[src/rtl/irq_pkg.sv]
package irq_pkg;
  localparam int unsigned BUS_W = 8;

  typedef enum logic [2:0] {
    SEL_EN,
    SEL_PEND,
    SEL_BASE,
    SEL_STAT,
    SEL_NONE
  } reg_sel_e;
endpackage

[src/rtl/irq_edge_sync.sv]
module irq_edge_sync #(
  parameter int unsigned N_SRC = 16
) (
  input  logic             clk,
  input  logic             rst_n,
  input  logic [N_SRC-1:0] line_n_i,
  output logic [N_SRC-1:0] fall_o
);
  logic [N_SRC-1:0] stg1_q, stg2_q, hist_q;
  logic [1:0]       warm_q;
  logic             armed;

  always_ff @(posedge clk or negedge rst_n) begin
    if (!rst_n) begin
      stg1_q <= '1;
      stg2_q <= '1;
      hist_q <= '1;
      warm_q <= '0;
    end else begin
      stg1_q <= line_n_i;
      stg2_q <= stg1_q;
      hist_q <= stg2_q;
      if (warm_q != 2'd3) warm_q <= warm_q + 2'd1;
    end
  end

  assign armed  = (warm_q == 2'd3);
  assign fall_o = armed ? (hist_q & ~stg2_q) : '0;
endmodule

[src/rtl/irq_prio.sv]
module irq_prio #(
  parameter int unsigned N_SRC = 16,
  parameter int unsigned IDX_W = 4
) (
  input  logic [N_SRC-1:0] req_i,
  output logic             hit_o,
  output logic [IDX_W-1:0] idx_o
);
  always_comb begin
    hit_o = 1'b0;
    idx_o = '0;
    for (int i = N_SRC - 1; i >= 0; i--) begin
      if (req_i[i]) begin
        hit_o = 1'b1;
        idx_o = IDX_W'(i);
      end
    end
  end
endmodule

[src/rtl/irq_regs.sv]
module irq_regs
  import irq_pkg::*;
#(
  parameter int unsigned N_SRC  = 16,
  parameter int unsigned ADDR_W = 3,
  parameter int unsigned IDX_W  = 4,
  parameter int unsigned BASE_W = BUS_W - IDX_W - 1
) (
  input  logic              clk,
  input  logic              rst_n,
  input  logic [N_SRC-1:0]  fall_i,
  input  logic [N_SRC-1:0]  ack_clr_i,
  input  logic              wr_i,
  input  logic [ADDR_W-1:0] addr_i,
  input  logic [BUS_W-1:0]  wdata_i,
  input  logic              int_act_i,
  input  logic              any_i,
  input  logic [IDX_W-1:0]  win_idx_i,
  output logic [N_SRC-1:0]  en_o,
  output logic [N_SRC-1:0]  pend_o,
  output logic [BASE_W-1:0] base_o,
  output logic [BUS_W-1:0]  rdata_o
);
  localparam int unsigned NBYTE  = N_SRC / BUS_W;
  localparam int unsigned LANE_W = (NBYTE > 1) ? $clog2(NBYTE) : 1;

  reg_sel_e           sel;
  logic [LANE_W-1:0]  lane;
  logic [N_SRC-1:0]   en_q, pend_q, wclr;
  logic [BASE_W-1:0]  base_q;

  always_comb begin
    sel  = SEL_NONE;
    lane = '0;
    if (addr_i < ADDR_W'(NBYTE)) begin
      sel  = SEL_EN;
      lane = LANE_W'(addr_i);
    end else if (addr_i < ADDR_W'(2 * NBYTE)) begin
      sel  = SEL_PEND;
      lane = LANE_W'(addr_i - ADDR_W'(NBYTE));
    end else if (addr_i == ADDR_W'(2 * NBYTE)) begin
      sel = SEL_BASE;
    end else if (addr_i == ADDR_W'(2 * NBYTE + 1)) begin
      sel = SEL_STAT;
    end
  end

  for (genvar b = 0; b < NBYTE; b++) begin : g_lane
    assign wclr[b*BUS_W +: BUS_W] =
      (wr_i && sel == SEL_PEND && lane == LANE_W'(b)) ? wdata_i : '0;

    always_ff @(posedge clk or negedge rst_n) begin
      if (!rst_n) en_q[b*BUS_W +: BUS_W] <= '0;
      else if (wr_i && sel == SEL_EN && lane == LANE_W'(b))
        en_q[b*BUS_W +: BUS_W] <= wdata_i;
    end
  end

  always_ff @(posedge clk or negedge rst_n) begin
    if (!rst_n) begin
      pend_q <= '0;
      base_q <= '0;
    end else begin
      pend_q <= (pend_q & ~wclr & ~ack_clr_i) | fall_i;
      if (wr_i && sel == SEL_BASE) base_q <= wdata_i[BUS_W-1 -: BASE_W];
    end
  end

  always_comb begin
    rdata_o = '0;
    case (sel)
      SEL_EN:   rdata_o = en_q[lane*BUS_W +: BUS_W];
      SEL_PEND: rdata_o = pend_q[lane*BUS_W +: BUS_W];
      SEL_BASE: rdata_o[BUS_W-1 -: BASE_W] = base_q;
      SEL_STAT: begin
        rdata_o[BUS_W-1]   = int_act_i;
        rdata_o[IDX_W]     = any_i;
        rdata_o[IDX_W-1:0] = win_idx_i;
      end
      default:  rdata_o = '0;
    endcase
  end

  assign en_o   = en_q;
  assign pend_o = pend_q;
  assign base_o = base_q;

  AST_RESET_CLEAR: assert property (@(posedge clk) disable iff (!rst_n)
    $rose(rst_n) |-> (en_q == '0 && pend_q == '0 && base_q == '0));

  for (genvar i = 0; i < N_SRC; i++) begin : g_chk
    AST_LEVEL_NO_SET: assert property (@(posedge clk) disable iff (!rst_n)
      $rose(pend_q[i]) |-> $past(fall_i[i]));
  end
endmodule

[src/rtl/irq_vec_ctrl.sv]
module irq_vec_ctrl
  import irq_pkg::*;
#(
  parameter int unsigned N_SRC  = 16,
  parameter int unsigned IDX_W  = $clog2(N_SRC),
  parameter int unsigned ADDR_W = $clog2(2 * (N_SRC / BUS_W) + 2)
) (
  input  logic              clk,
  input  logic              rst_n,
  input  logic [N_SRC-1:0]  irq_n,
  input  logic              bus_wr,
  input  logic [ADDR_W-1:0] bus_addr,
  input  logic [BUS_W-1:0]  bus_wdata,
  output logic [BUS_W-1:0]  bus_rdata,
  input  logic              m1_n,
  input  logic              iorq_n,
  output logic              vec_oe,
  output logic [BUS_W-1:0]  vec_data,
  output logic              int_n
);
  localparam int unsigned BASE_W = BUS_W - IDX_W - 1;

  logic [N_SRC-1:0]  fall_w, en_w, pend_w, live_w, ack_clr, low_mask;
  logic [BASE_W-1:0] base_w;
  logic              win_hit;
  logic [IDX_W-1:0]  win_idx, ack_idx, sel_idx;
  logic              ack, ack_q, ack_live, ack_hit, ack_start, ack_end;

  irq_edge_sync #(.N_SRC(N_SRC)) u_sync (
    .clk(clk), .rst_n(rst_n), .line_n_i(irq_n), .fall_o(fall_w)
  );

  assign live_w = pend_w & en_w;

  irq_prio #(.N_SRC(N_SRC), .IDX_W(IDX_W)) u_prio (
    .req_i(live_w), .hit_o(win_hit), .idx_o(win_idx)
  );

  irq_regs #(.N_SRC(N_SRC), .ADDR_W(ADDR_W), .IDX_W(IDX_W), .BASE_W(BASE_W)) u_regs (
    .clk(clk), .rst_n(rst_n), .fall_i(fall_w), .ack_clr_i(ack_clr),
    .wr_i(bus_wr), .addr_i(bus_addr), .wdata_i(bus_wdata),
    .int_act_i(!int_n), .any_i(win_hit), .win_idx_i(win_idx),
    .en_o(en_w), .pend_o(pend_w), .base_o(base_w), .rdata_o(bus_rdata)
  );

  assign ack       = !m1_n && !iorq_n;
  assign ack_start = ack && !ack_q;
  assign ack_end   = !ack && ack_q;

  always_ff @(posedge clk or negedge rst_n) begin
    if (!rst_n) begin
      ack_q    <= 1'b0;
      ack_live <= 1'b0;
      ack_hit  <= 1'b0;
      ack_idx  <= '0;
    end else begin
      ack_q <= ack;
      if (ack_start) begin
        ack_live <= 1'b1;
        ack_hit  <= win_hit;
        ack_idx  <= win_idx;
      end else if (ack_end) begin
        ack_live <= 1'b0;
        ack_hit  <= 1'b0;
      end
    end
  end

  assign ack_clr  = (ack_end && ack_hit) ? (N_SRC'(1) << ack_idx) : '0;
  assign sel_idx  = ack_live ? ack_idx : win_idx;
  assign vec_oe   = ack;
  assign vec_data = {base_w, sel_idx, 1'b0};
  assign int_n    = !(|live_w);
  assign low_mask = ~({N_SRC{1'b1}} << win_idx);

  AST_LOWEST_WINS: assert property (@(posedge clk) disable iff (!rst_n)
    (ack_start && win_hit) |-> ((live_w & low_mask) == '0 && live_w[win_idx]));

  AST_IDX_HELD: assert property (@(posedge clk) disable iff (!rst_n)
    (ack_live && ack && $past(ack_live)) |-> $stable(ack_idx));

  AST_ACK_CLEARS: assert property (@(posedge clk) disable iff (!rst_n)
    (ack_end && ack_hit) |=> (!pend_w[ack_idx] || $past(fall_w[ack_idx])));
endmodule

[config.mk]
export PLATFORM = sky130hd
export DESIGN_NAME = irq_vec_ctrl
export DESIGN_NICKNAME = d
export VERILOG_FILES = /design/src/rtl/irq_pkg.sv /design/src/rtl/irq_edge_sync.sv /design/src/rtl/irq_prio.sv /design/src/rtl/irq_regs.sv /design/src/rtl/irq_vec_ctrl.sv
export SDC_FILE = /design/constraint.sdc
export NUM_CORES = 1
export LEC_CHECK = 0
export ABC_AREA = 1
export BUFFER_PORTS_ARGS = -buffer_cell sky130_fd_sc_hd__buf_2
export CORE_MARGIN = 1.5
export CORE_UTILIZATION = 30
export CTS_BUF_LIST = sky130_fd_sc_hd__clkbuf_16
export CTS_CLUSTER_SIZE = 10
export DETAILED_ROUTE_END_ITERATION = 6
export PLACE_DENSITY = 0.59
export SLEW_MARGIN = 20
export SYNTH_ARGS = -nofsm -noshare
export SYNTH_HDL_FRONTEND = slang
export SYNTH_SLANG_ARGS = --single-unit
[constraint.sdc]
create_clock -name clk -period 2.03 [get_ports clk]
set_input_delay 0.406 -clock clk [delete_from_list [all_inputs] [get_ports clk]]
set_output_delay 0.406 -clock clk [all_outputs]
set_load 0.02 [all_outputs]
==> summary.txt, run 1 <==
final hold vios: 0
Final Slew Violations: 0
xor/xnor share of the synthesized area: 0.2326%
Synth async-reset ratio: 100.0%
Worst Path Buf+Inv: 1
# hold bufs at CTS: 0
post-synth net total: 425
synthesis-to-layout area growth: 33.02%
Initial Util: 31.10%
Synth Area per Inst: 9.657 µm²
number of global-route vias before repair: 3101
Yosys cell types: 32
LEAKAGE: 2.226 nW
grt ovf: 0
I/O Buffers: 48
number of synthesized flops with an enable pin: 0
hold slack: 0.03773 ns
# rows: 40
main combinational cell family by area after synthesis: simple AND/OR/NAND/NOR gates
cell chain of the critical path: nand2_1 -> nand2_2 -> a31oi_1 -> nor2_1 -> nor2_1 -> nor2_1 -> nor2_1 -> or2_4 -> o221ai_2 -> buf_4
Final Routed Wirelength: 9.923 mm
Via-to-Cell Ratio: 4.720
DP Area: 4344 µm²
critical path launch point type: register
RSZ-0062 raised after global routing: true
I/O Pins: 50
Tmin final: 2.281 ns
mux share of post-synthesis cell area: 0%
DRT antenna net count: 0
DRC: 0
Hold WC Path Type: input port to asynchronous set/reset pin
CP max stage delay: 0.37 ns
Synth area leader: dfstp_2
Die Area: 13240 µm²
Die H: 115.0 µm
worst slack, placed: 0.07240 ns
post-DR wirelength/cell: 15.20 µm
crit-path max FO: 3
yosys warns: 0
adder-cell share of the synthesized area: 0.9967%
final worst-path cycle share: 112.4%
CTS Sinks: 92
Worst Path Arrival: 1.87 ns
1st-iter DRT viols: 240
Die W: 115.0 µm
total of max-cap violations: 0
Setup CP Type: register to output pin
clk root buf: clkbuf_16
cts bufs inserted: 9
Peak Freq: 0.4384 GHz
Yosys top cell area share: 33.49%
most common flop cell mapped by yosys: dfstp_2
clk buf depth: 2
CP max stage cell: dfrtp_1
post-synthesis compound-gate area fraction: 12.59%
# H-tree levels: 3
CP required: 1.62 ns
placed insts: 618
ratio of cells with drive above 1 in the final layout: 42.06%
gr usage total: 16.16%
synthesized area: 3766 µm²
status: finished, violations left
design area: 5010 µm²
crit-path leading delay family: simple AND/OR/NAND/NOR gates
Worst-path clk slew: 0.07 ns
core area: 12110 µm²
CTS tree: done
Seq cells post-synth: 92
Worst-Margin Slew: 0.6636 ns
violated checks: negative setup slack
PnR worst setup slack: -0.2508 ns
first-pass GRT wire length: 16.13 mm
slew margin rel.: 55.65%
clock skew: 0.008028 ns
clk_lat worst skew: 0.34 ns
register area share after synthesis: 62.72%
routed vias: 3082
most used cell, CP: nor2_1
Diodes inserted: 0
simple-gate share of the synthesized area: 19.27%
largest net degree at the start of global routing: 38
Layout Nets: 515
synth top area cells: dfstp_2 33%, dfrtp_1 29%, nand2_1 11%
initial antenna violation count: 0
VDD IR-drop max: 376.5 µV
Finished Layout Cells: 653
Finish-stage setup viols: 10
power density over the cells: 998.2 nW/µm²
hpwl dp: 7.180 mm
Final Wtd Congestion: 0.9186
post-synthesis instance total: 390
Detailed Routing Iterations Pass 1: 4
Worst setup EP type: output pin
-- cell usage after synthesis (all sizes together), types with 4 or more instances --
cell type	count
inv	29
nor4	4
nand3	6
nor2	44
nand2	111
o21ai	57
nor3	5
a32o	5
o221ai	6
dfstp	48
nand4	4
dfrtp	44
buf	7
-- kinds of logic (layout without fill, tap and decap cells) --
| kind of cell | count (synthesis) | in the layout |
|---|---|---|
| AOI/OAI and AO/OA | 80 | 80 |
| and+or+nand+nor | 175 | 175 |
| DFF | 92 | 92 |
| buffers and inverters | 38 | 133 |
| other | 1 | 1 |
| xor gates and xnor gates | 1 | 1 |
| adders and majority gates | 3 | 3 |
-- area by class of cell --
class,instances,area (µm²)
sequential,92,2362
fill,1206,7102
timing repair buffer,88,601.8
clock buffer,9,225.2
clock inverter,7,76.32
tap,168,210.2
inverter,29,108.9
multi-input combinational,260,1425
-- where the power goes --
part | switching (mW) | leakage [nW] | internal, mW
clock network | 0.713 | 0.148 | 0.963
logic | 0.629 | 1.08 | 0.473
registers | 0.181 | 1.00 | 2.04
-- what timing repair did --
action | in CTS | in global routing
buffers inserted | 13 | 6
endpoints found under the setup margin | 11 | 11
pin swaps | 16 | 18
gates resized for setup | 50 | 17
-- routing by layer --
metal	track usage [%]	up-vias	wire length, µm
met5	0	-	0
met4	6.584	0	238
met3	3.795	17	689
met2	25.40	102	4655
met1	21.60	1495	4340
li1	-	1468	-
-- cell usage in the layout (no fill, tap or decap), drive strengths merged, types with 3 or more instances in the layout --
cell type  synthesis  final
nand2            111    111
buf                7     88
o21ai             57     57
dfstp             48     48
dfrtp             44     44
nor2              44     44
inv               29     32
clkbuf             2      9
o221ai             6      6
nand3              6      6
nor3               5      5
a32o               5      5
nor4               4      4
nand4              4      4
o211ai             3      3
ha                 3      3
-- metrics by stage --
stage	util, %	power, mW	TNS [ns]
6_report	41.36	5.001	-1.793
5_1_grt	41.36	5.278	-2.946
4_1_cts	40.43	4.938	-1.440
3_5_place_dp	35.87	3.026	0
3_3_place_gp	35.87	3.008	0
2_1_floorplan	-	2.689	0
-- state kept, by name (all words and copies together), names as in the netlist, 2 cells and up --
register and count:
ack_idx 4, u_regs.base_o 3, u_regs.en_o 16, u_regs.pend_o 16, u_sync.hist_q 16, u_sync.stg1_q 16
u_sync.stg2_q 16, u_sync.warm_q 2
-- path summary, 6_finish.rpt --
kind,from,to,slack (ns),cells past startpoint
worst max-delay path,u_regs.pend_o[14]$_DFF_PN0_,bus_rdata[1],-0.25,10
worst min-delay path,rst_n,u_regs.base_o[1]$_DFFE_PN0P_,0.04,1
worst max register to register,ack_q$_DFF_PN0_,u_regs.pend_o[13]$_DFF_PN0_,0.36,6
worst min register to register,u_sync.stg1_q[13]$_DFF_PN1_,u_sync.stg2_q[13]$_DFF_PN1_,0.35,0
max in group asynchronous,rst_n,u_sync.stg2_q[0]$_DFF_PN1_,1.33,2
min in group clk,irq_n[6],u_sync.stg1_q[6]$_DFF_PN1_,0.16,1
(Power assumes the default switching activity.)
==> run 2, diff against run 1 <==
--- a/config.mk
+++ b/config.mk
@@ -12,7 +12,7 @@
 export CTS_BUF_LIST = sky130_fd_sc_hd__clkbuf_16
 export CTS_CLUSTER_SIZE = 10
 export DETAILED_ROUTE_END_ITERATION = 6
-export PLACE_DENSITY = 0.59
+export PLACE_DENSITY = 0.61
 export SLEW_MARGIN = 20
 export SYNTH_ARGS = -nofsm -noshare
 export SYNTH_HDL_FRONTEND = slang
==> constraint.sdc (replaced) <==
create_clock -name clk -period 1.88 [get_ports clk]
set_input_delay 0.376 -clock clk [delete_from_list [all_inputs] [get_ports clk]]
set_output_delay 0.376 -clock clk [all_outputs]
set_load 0.02 [all_outputs]
==> summary.txt, run 2 (synthesis gave the netlist of run 1 again) <==
synthesis-to-layout area growth: 35.38% (was 33.02%)
first-pass GRT wire length: 16.25 mm (was 16.13 mm)
Die Area: 13240 µm² (unchanged)
total of max-cap violations: 0 (unchanged)
Final Routed Wirelength: 9.950 mm (was 9.923 mm)
# rows: 40 (unchanged)
violated checks: negative setup slack (unchanged)
Diodes inserted: 0 (unchanged)
Setup CP Type: register to output pin (unchanged)
clock skew: 0.009797 ns (was 0.008028 ns)
Worst setup EP type: output pin (unchanged)
critical path launch point type: register (unchanged)
DP Area: 4479 µm² (was 4344 µm²)
Initial Util: 31.10% (unchanged)
core area: 12110 µm² (unchanged)
fin util: 42.10% (was 41.36%)
routed vias: 3099 (was 3082)
Tmin final: 2.287 ns
Worst Path Arrival: 1.91 ns (was 1.87 ns)
ratio of cells with drive above 1 in the final layout: 43.20% (was 42.06%)
clk_lat worst skew: 0.34 ns (about the same)
commonest non-fill, non-tap cell in the layout: nand2_1 (unchanged)
Die H: 115.0 µm (unchanged)
final hold vios: 0 (unchanged)
I/O Buffers: 48 (unchanged)
CTS Sinks: 92 (unchanged)
Hold WC Path Type: input port to register (was input port to asynchronous set/reset pin)
crit-path max FO: 3 (unchanged)
status: finished, violations left (unchanged)
VDD IR-drop max: 529.4 µV (was 376.5 µV)
clk root buf: clkbuf_16 (unchanged)
number of global-route vias before repair: 3147 (was 3101)
Final Wtd Congestion: 0.8939 (was 0.9186)
DRC: 0 (unchanged)
worst slack, placed: -0.2059 ns (was 0.07240 ns)
Die W: 115.0 µm (unchanged)
Final Slew Violations: 0 (unchanged)
power density over the cells: 1039 nW/µm² (was 998.2 nW/µm²)
# H-tree levels: 3 (unchanged)
I/O Pins: 50 (unchanged)
clk buf depth: 2 (unchanged)
CP required: 1.50 ns (was 1.62 ns)
hold slack: 0.1299 ns (was 0.03773 ns)
hold depth: 1
Layout Nets: 530 (was 515)
cts bufs inserted: 9 (unchanged)
CTS tree: done (unchanged)
RSZ-0062 raised after global routing: true (unchanged)
Peak Freq: 0.4373 GHz
Layout fillers: 1235 (was 1206)
1st-iter DRT viols: 291 (was 240)
Worst Reg-to-Reg Cells: 21 (was 6)
PnR worst setup slack: -0.4066 ns (was -0.2508 ns)
Worst-path clk slew: 0.07 ns (about the same)
design area: 5099 µm² (was 5010 µm²)
grt ovf: 0 (unchanged)
initial antenna violation count: 0 (unchanged)
most frequent cells in the layout: 85 x nand2_1, 59 x buf_4, 48 x dfstp_2, 44 x dfrtp_1, 37 x buf_2 (was 85 x nand2_1, 48 x dfstp_2, 46 x buf_4, 44 x dfrtp_1, 36 x buf_2)
hpwl dp: 7.233 mm (was 7.180 mm)
Finish-stage setup viols: 11 (was 10)
LEAKAGE: 2.281 nW (was 2.226 nW)
largest net degree at the start of global routing: 33 (was 38)
DRT antenna net count: 0 (unchanged)
final worst-path cycle share: 121.6%
Detailed Routing Iterations Pass 1: 5 (was 4)
Via-to-Cell Ratio: 4.639 (was 4.720)
post-DR wirelength/cell: 14.90 µm (was 15.20 µm)
gr usage total: 16.34% (was 16.16%)
-- run 2: changes by cell type in the layout (fill, tap and decap cells not counted), sizes merged --
cell / before / now
dlygate4sd3: 0 / 1
clkinv: 2 / 3
buf: 88 / 102
bufinv: 1 / 0
-- run 2: timing repair --
item | 4_1_cts | 5_1_grt
gates resized for setup | 52 | 15
endpoints found under the setup margin | 11 | 12
endpoints found under the hold margin | 20 | 0
pin swaps | 9 | 4
hold buffers | 1 | 0
setup buffers | 11 | 4
-- run 2: per-stage QoR --
step                total power [mW]  TNS [ns]  std cells
floorplan                      2.904         0        390
global placement               3.337   -0.5707        636
detailed placement             3.357   -0.5134        636
CTS                            5.259    -2.669        664
global route                   5.561    -4.099        668
finish                         5.296    -2.579        668
-- run 2: routing by layer --
layer | part of all wire, % | wire [µm] | global-route usage [%]
met5 | 0 | 0 | 0
met1 | 46 | 4614 | 21.86
met3 | 6.3 | 630 | 4.375
met2 | 46 | 4541 | 25.48
met4 | 1.6 | 164 | 6.173
-- run 2: final cells by class --
class | count | area, µm² | share of cell area [%]
clock buffers | 9 | 225.2 | 4.417
clock inverters | 7 | 47.55 | 0.9325
inverters | 29 | 108.9 | 2.135
multi-input cells | 260 | 1430 | 28.05
flip-flops and latches | 92 | 2362 | 46.33
well taps | 168 | 210.2 | 4.123
repair buffers | 103 | 714.4 | 14.01
-- run 2: worst max-delay path, cell delays in order, from the launching register on --
cell	delay, ns
dfrtp_1	0.38
nand2_2	0.07
nand2_1	0.13
a31oi_1	0.09
nor2_1	0.11
nor2_1	0.05
nor2_1	0.09
nor2_1	0.05
or2_4	0.25
o221ai_4	0.20
buf_6	0.15
-- run 2: path summary, 6_finish.rpt --
path                                             start                     endpoint  slack, ns
max in group asynchronous                        rst_n   u_sync.hist_q[0]$_DFF_PN1_       0.74
min in group asynchronous                        rst_n  u_regs.en_o[11]$_DFFE_PN0P_       0.51
max                        u_regs.pend_o[15]$_DFF_PN0_                 bus_rdata[1]      -0.41
max reg2reg                u_regs.pend_o[15]$_DFF_PN0_       ack_idx[0]$_DFFE_PN0P_       0.08
min                                           irq_n[1]   u_sync.stg1_q[1]$_DFF_PN1_       0.13
min reg2reg                 u_sync.stg1_q[6]$_DFF_PN1_   u_sync.stg2_q[6]$_DFF_PN1_       0.36
-- run 2: where the power goes --
group,internal (mW),total (mW),switching [mW]
Sequential,2.21,2.39,0.182
Combinational,0.553,1.25,0.696
Clock,0.896,1.66,0.763
Total,3.65,5.30,1.64
==> run 3, diff against run 2 <==
--- a/config.mk
+++ b/config.mk
@@ -13,6 +13,7 @@
 export CTS_CLUSTER_SIZE = 10
 export DETAILED_ROUTE_END_ITERATION = 6
 export PLACE_DENSITY = 0.61
+export REMOVE_ABC_BUFFERS = 1
 export SLEW_MARGIN = 20
 export SYNTH_ARGS = -nofsm -noshare
 export SYNTH_HDL_FRONTEND = slang
==> summary.txt, run 3 (synthesis gave the netlist of run 1 again) <==
status: finished, violations left (unchanged)
violated checks: negative setup slack (unchanged)
Initial Util: 31.10% (unchanged)
gr usage total: 16.05% (was 16.34%)
# rows: 40 (unchanged)
grt ovf: 0 (unchanged)
clk buf depth: 2 (unchanged)
Layout Nets: 532 (was 530)
PnR worst setup slack: -0.3772 ns (was -0.4066 ns)
CP max stage cell: dfrtp_1 (unchanged)
Final Routed Wirelength: 9.950 mm (unchanged)
Die H: 115.0 µm (unchanged)
largest net degree at the start of global routing: 33 (unchanged)
Via-to-Cell Ratio: 4.691 (was 4.639)
clk_lat worst skew: 0.33 ns (was 0.34 ns)
ratio of cells with drive above 1 in the final layout: 41.04% (was 43.20%)
power density over the cells: 1050 nW/µm² (was 1039 nW/µm²)
Worst setup EP type: output pin (unchanged)
Die W: 115.0 µm (unchanged)
LEAKAGE: 2.289 nW (was 2.281 nW)
routed vias: 3143 (was 3099)
CTS Sinks: 92 (unchanged)
I/O Pins: 50 (unchanged)
final hold vios: 0 (unchanged)
Final Wtd Congestion: 0.9056 (was 0.8939)
Diodes inserted: 0 (unchanged)
Hold WC Path Type: input port to register (unchanged)
post-DR wirelength/cell: 14.85 µm (was 14.90 µm)
Die Area: 13240 µm² (unchanged)
Worst Path Arrival: 1.88 ns (was 1.91 ns)
Finish-stage setup viols: 11 (unchanged)
Peak Freq: 0.4430 GHz (was 0.4373 GHz)
cts bufs inserted: 9 (unchanged)
Power Total: 5.331 mW (was 5.296 mW)
crit-path max FO: 3 (unchanged)
RSZ-0062 raised after global routing: true (unchanged)
cell chain of the critical path: nand2_2 -> nand2_2 -> a31oi_1 -> nor2_1 -> nor2_1 -> nor2_1 -> nor2_1 -> or2_4 -> o221ai_2 -> buf_4 (was nand2_2 -> nand2_1 -> a31oi_1 -> nor2_1 -> nor2_1 -> nor2_1 -> nor2_1 -> or2_4 -> o221ai_4 -> buf_6)
# H-tree levels: 3 (unchanged)
CP required: 1.50 ns (about the same)
synthesis-to-layout area growth: 34.75% (was 35.38%)
Tmin final: 2.257 ns (was 2.287 ns)
total of max-cap violations: 0 (unchanged)
most used cell, CP: nor2_1 (unchanged)
Final Slew Violations: 0 (unchanged)
Setup CP Type: register to output pin (unchanged)
Finished Layout Cells: 670 (was 668)
worst slack, placed: -0.1775 ns (was -0.2059 ns)
initial antenna violation count: 0 (unchanged)
number of global-route vias before repair: 3147 (unchanged)
commonest non-fill, non-tap cell in the layout: nand2_1 (unchanged)
Multi-input gate area: 1375 µm² (was 1430 µm²)
critical path launch point type: register (unchanged)
CTS tree: done (unchanged)
Layout fillers: 1202 (was 1235)
setup tns final: -2.677 ns (was -2.579 ns)
VDD IR-drop max: 422.5 µV (was 529.4 µV)
most frequent cells in the layout: 95 x nand2_1, 62 x buf_4, 48 x dfstp_2, 44 x dfrtp_1, 37 x buf_2 (was 85 x nand2_1, 59 x buf_4, 48 x dfstp_2, 44 x dfrtp_1, 37 x buf_2)
clock skew: 0.006042 ns (was 0.009797 ns)
final worst-path cycle share: 120.1% (was 121.6%)
Detailed Routing Iterations Pass 1: 5 (unchanged)
clk root buf: clkbuf_16 (unchanged)
DRC: 0 (unchanged)
hpwl dp: 7.452 mm (was 7.233 mm)
DRT antenna net count: 0 (unchanged)
register area: 2362 µm² (unchanged)
Worst-path clk slew: 0.06 ns (was 0.07 ns)
core area: 12110 µm² (unchanged)
placed insts: 646 (was 636)
I/O Buffers: 48 (unchanged)
1st-iter DRT viols: 215 (was 291)
CP max stage delay: 0.40 ns (was 0.38 ns)
first-pass GRT wire length: 16.06 mm (was 16.25 mm)
run 3: changes by cell type in the layout (fill, tap and decap cells not counted), sizes merged:
cell,before,now
bufinv,0,1
clkinvlp,1,0
inv,32,34
buf,102,104
clkinv,3,1
run 3: report_power, final:
part | leakage [nW] | internal, mW | switching (mW)
Sequential | 1.00 | 2.21 | 0.171
Clock | 0.153 | 1.03 | 0.742
Combinational | 1.13 | 0.517 | 0.664
Total | 2.29 | 3.75 | 1.58
run 3: metal layers:
metal / wire length, µm / vias to the layer above / global-route usage [%]
li1: - / 1506 / -
met1: 4613 / 1500 / 22.11
met4: 146 / 0 / 5.185
met2: 4553 / 120 / 25.60
met3: 635 / 17 / 3.110
met5: 0 / - / 0
run 3: worst paths after layout:
| kind | startpoint | end | slack, ns | cells past startpoint |
|---|---|---|---|---|
| worst max-delay path | u_regs.en_o[11]$_DFFE_PN0P_ | bus_rdata[1] | -0.38 | 10 |
| worst min-delay path | irq_n[13] | u_sync.stg1_q[13]$_DFF_PN1_ | 0.14 | 1 |
| worst max register to register | ack_q$_DFF_PN0_ | u_regs.pend_o[14]$_DFF_PN0_ | 0.36 | 6 |
| worst min register to register | u_sync.stg1_q[5]$_DFF_PN1_ | u_sync.stg2_q[5]$_DFF_PN1_ | 0.36 | 0 |
| max in group asynchronous | rst_n | u_sync.hist_q[3]$_DFF_PN1_ | 0.67 | 3 |
| min in group asynchronous | rst_n | u_regs.en_o[7]$_DFFE_PN0P_ | 0.53 | 2 |
run 3: area by class of cell:
type / instances / share of cell area, %
Sequential cell: 92 / 46.55
Multi-Input combinational cell: 260 / 27.10
Timing Repair Buffer: 105 / 14.30
Clock buffer: 9 / 4.438
Tap cell: 168 / 4.142
Inverter: 29 / 2.145
Clock inverter: 7 / 1.331
run 3: through the flow:
step	cell area (µm²)	util, %	hold slack (ns)
after floorplan	3721	-	0.08041
final	5075	41.90	0.1350
after global routing	5075	41.90	0.1166
after detailed placement	4554	37.60	0.3409
after global placement	4554	37.60	0.3414
after CTS	4985	41.16	0.1222
run 3: repair_timing:
action / 4_1_cts / 5_1_grt
hold buffers: 1 / 0
buffers inserted: 4 / 3
pin swaps: 7 / 6
cloned: 0 / 0
hold endpoints to repair: 11 / 0
setup endpoints to repair: 11 / 11
gates resized for setup: 32 / 17
run 3: critical path, delay by kind of cell (launching register included):
family	cells	cell delay [ns]
flip-flops	1	0.40
buffers and inverters	1	0.18
AO/OA/AOI/OAI	2	0.24
AND/OR/NAND/NOR	7	0.74
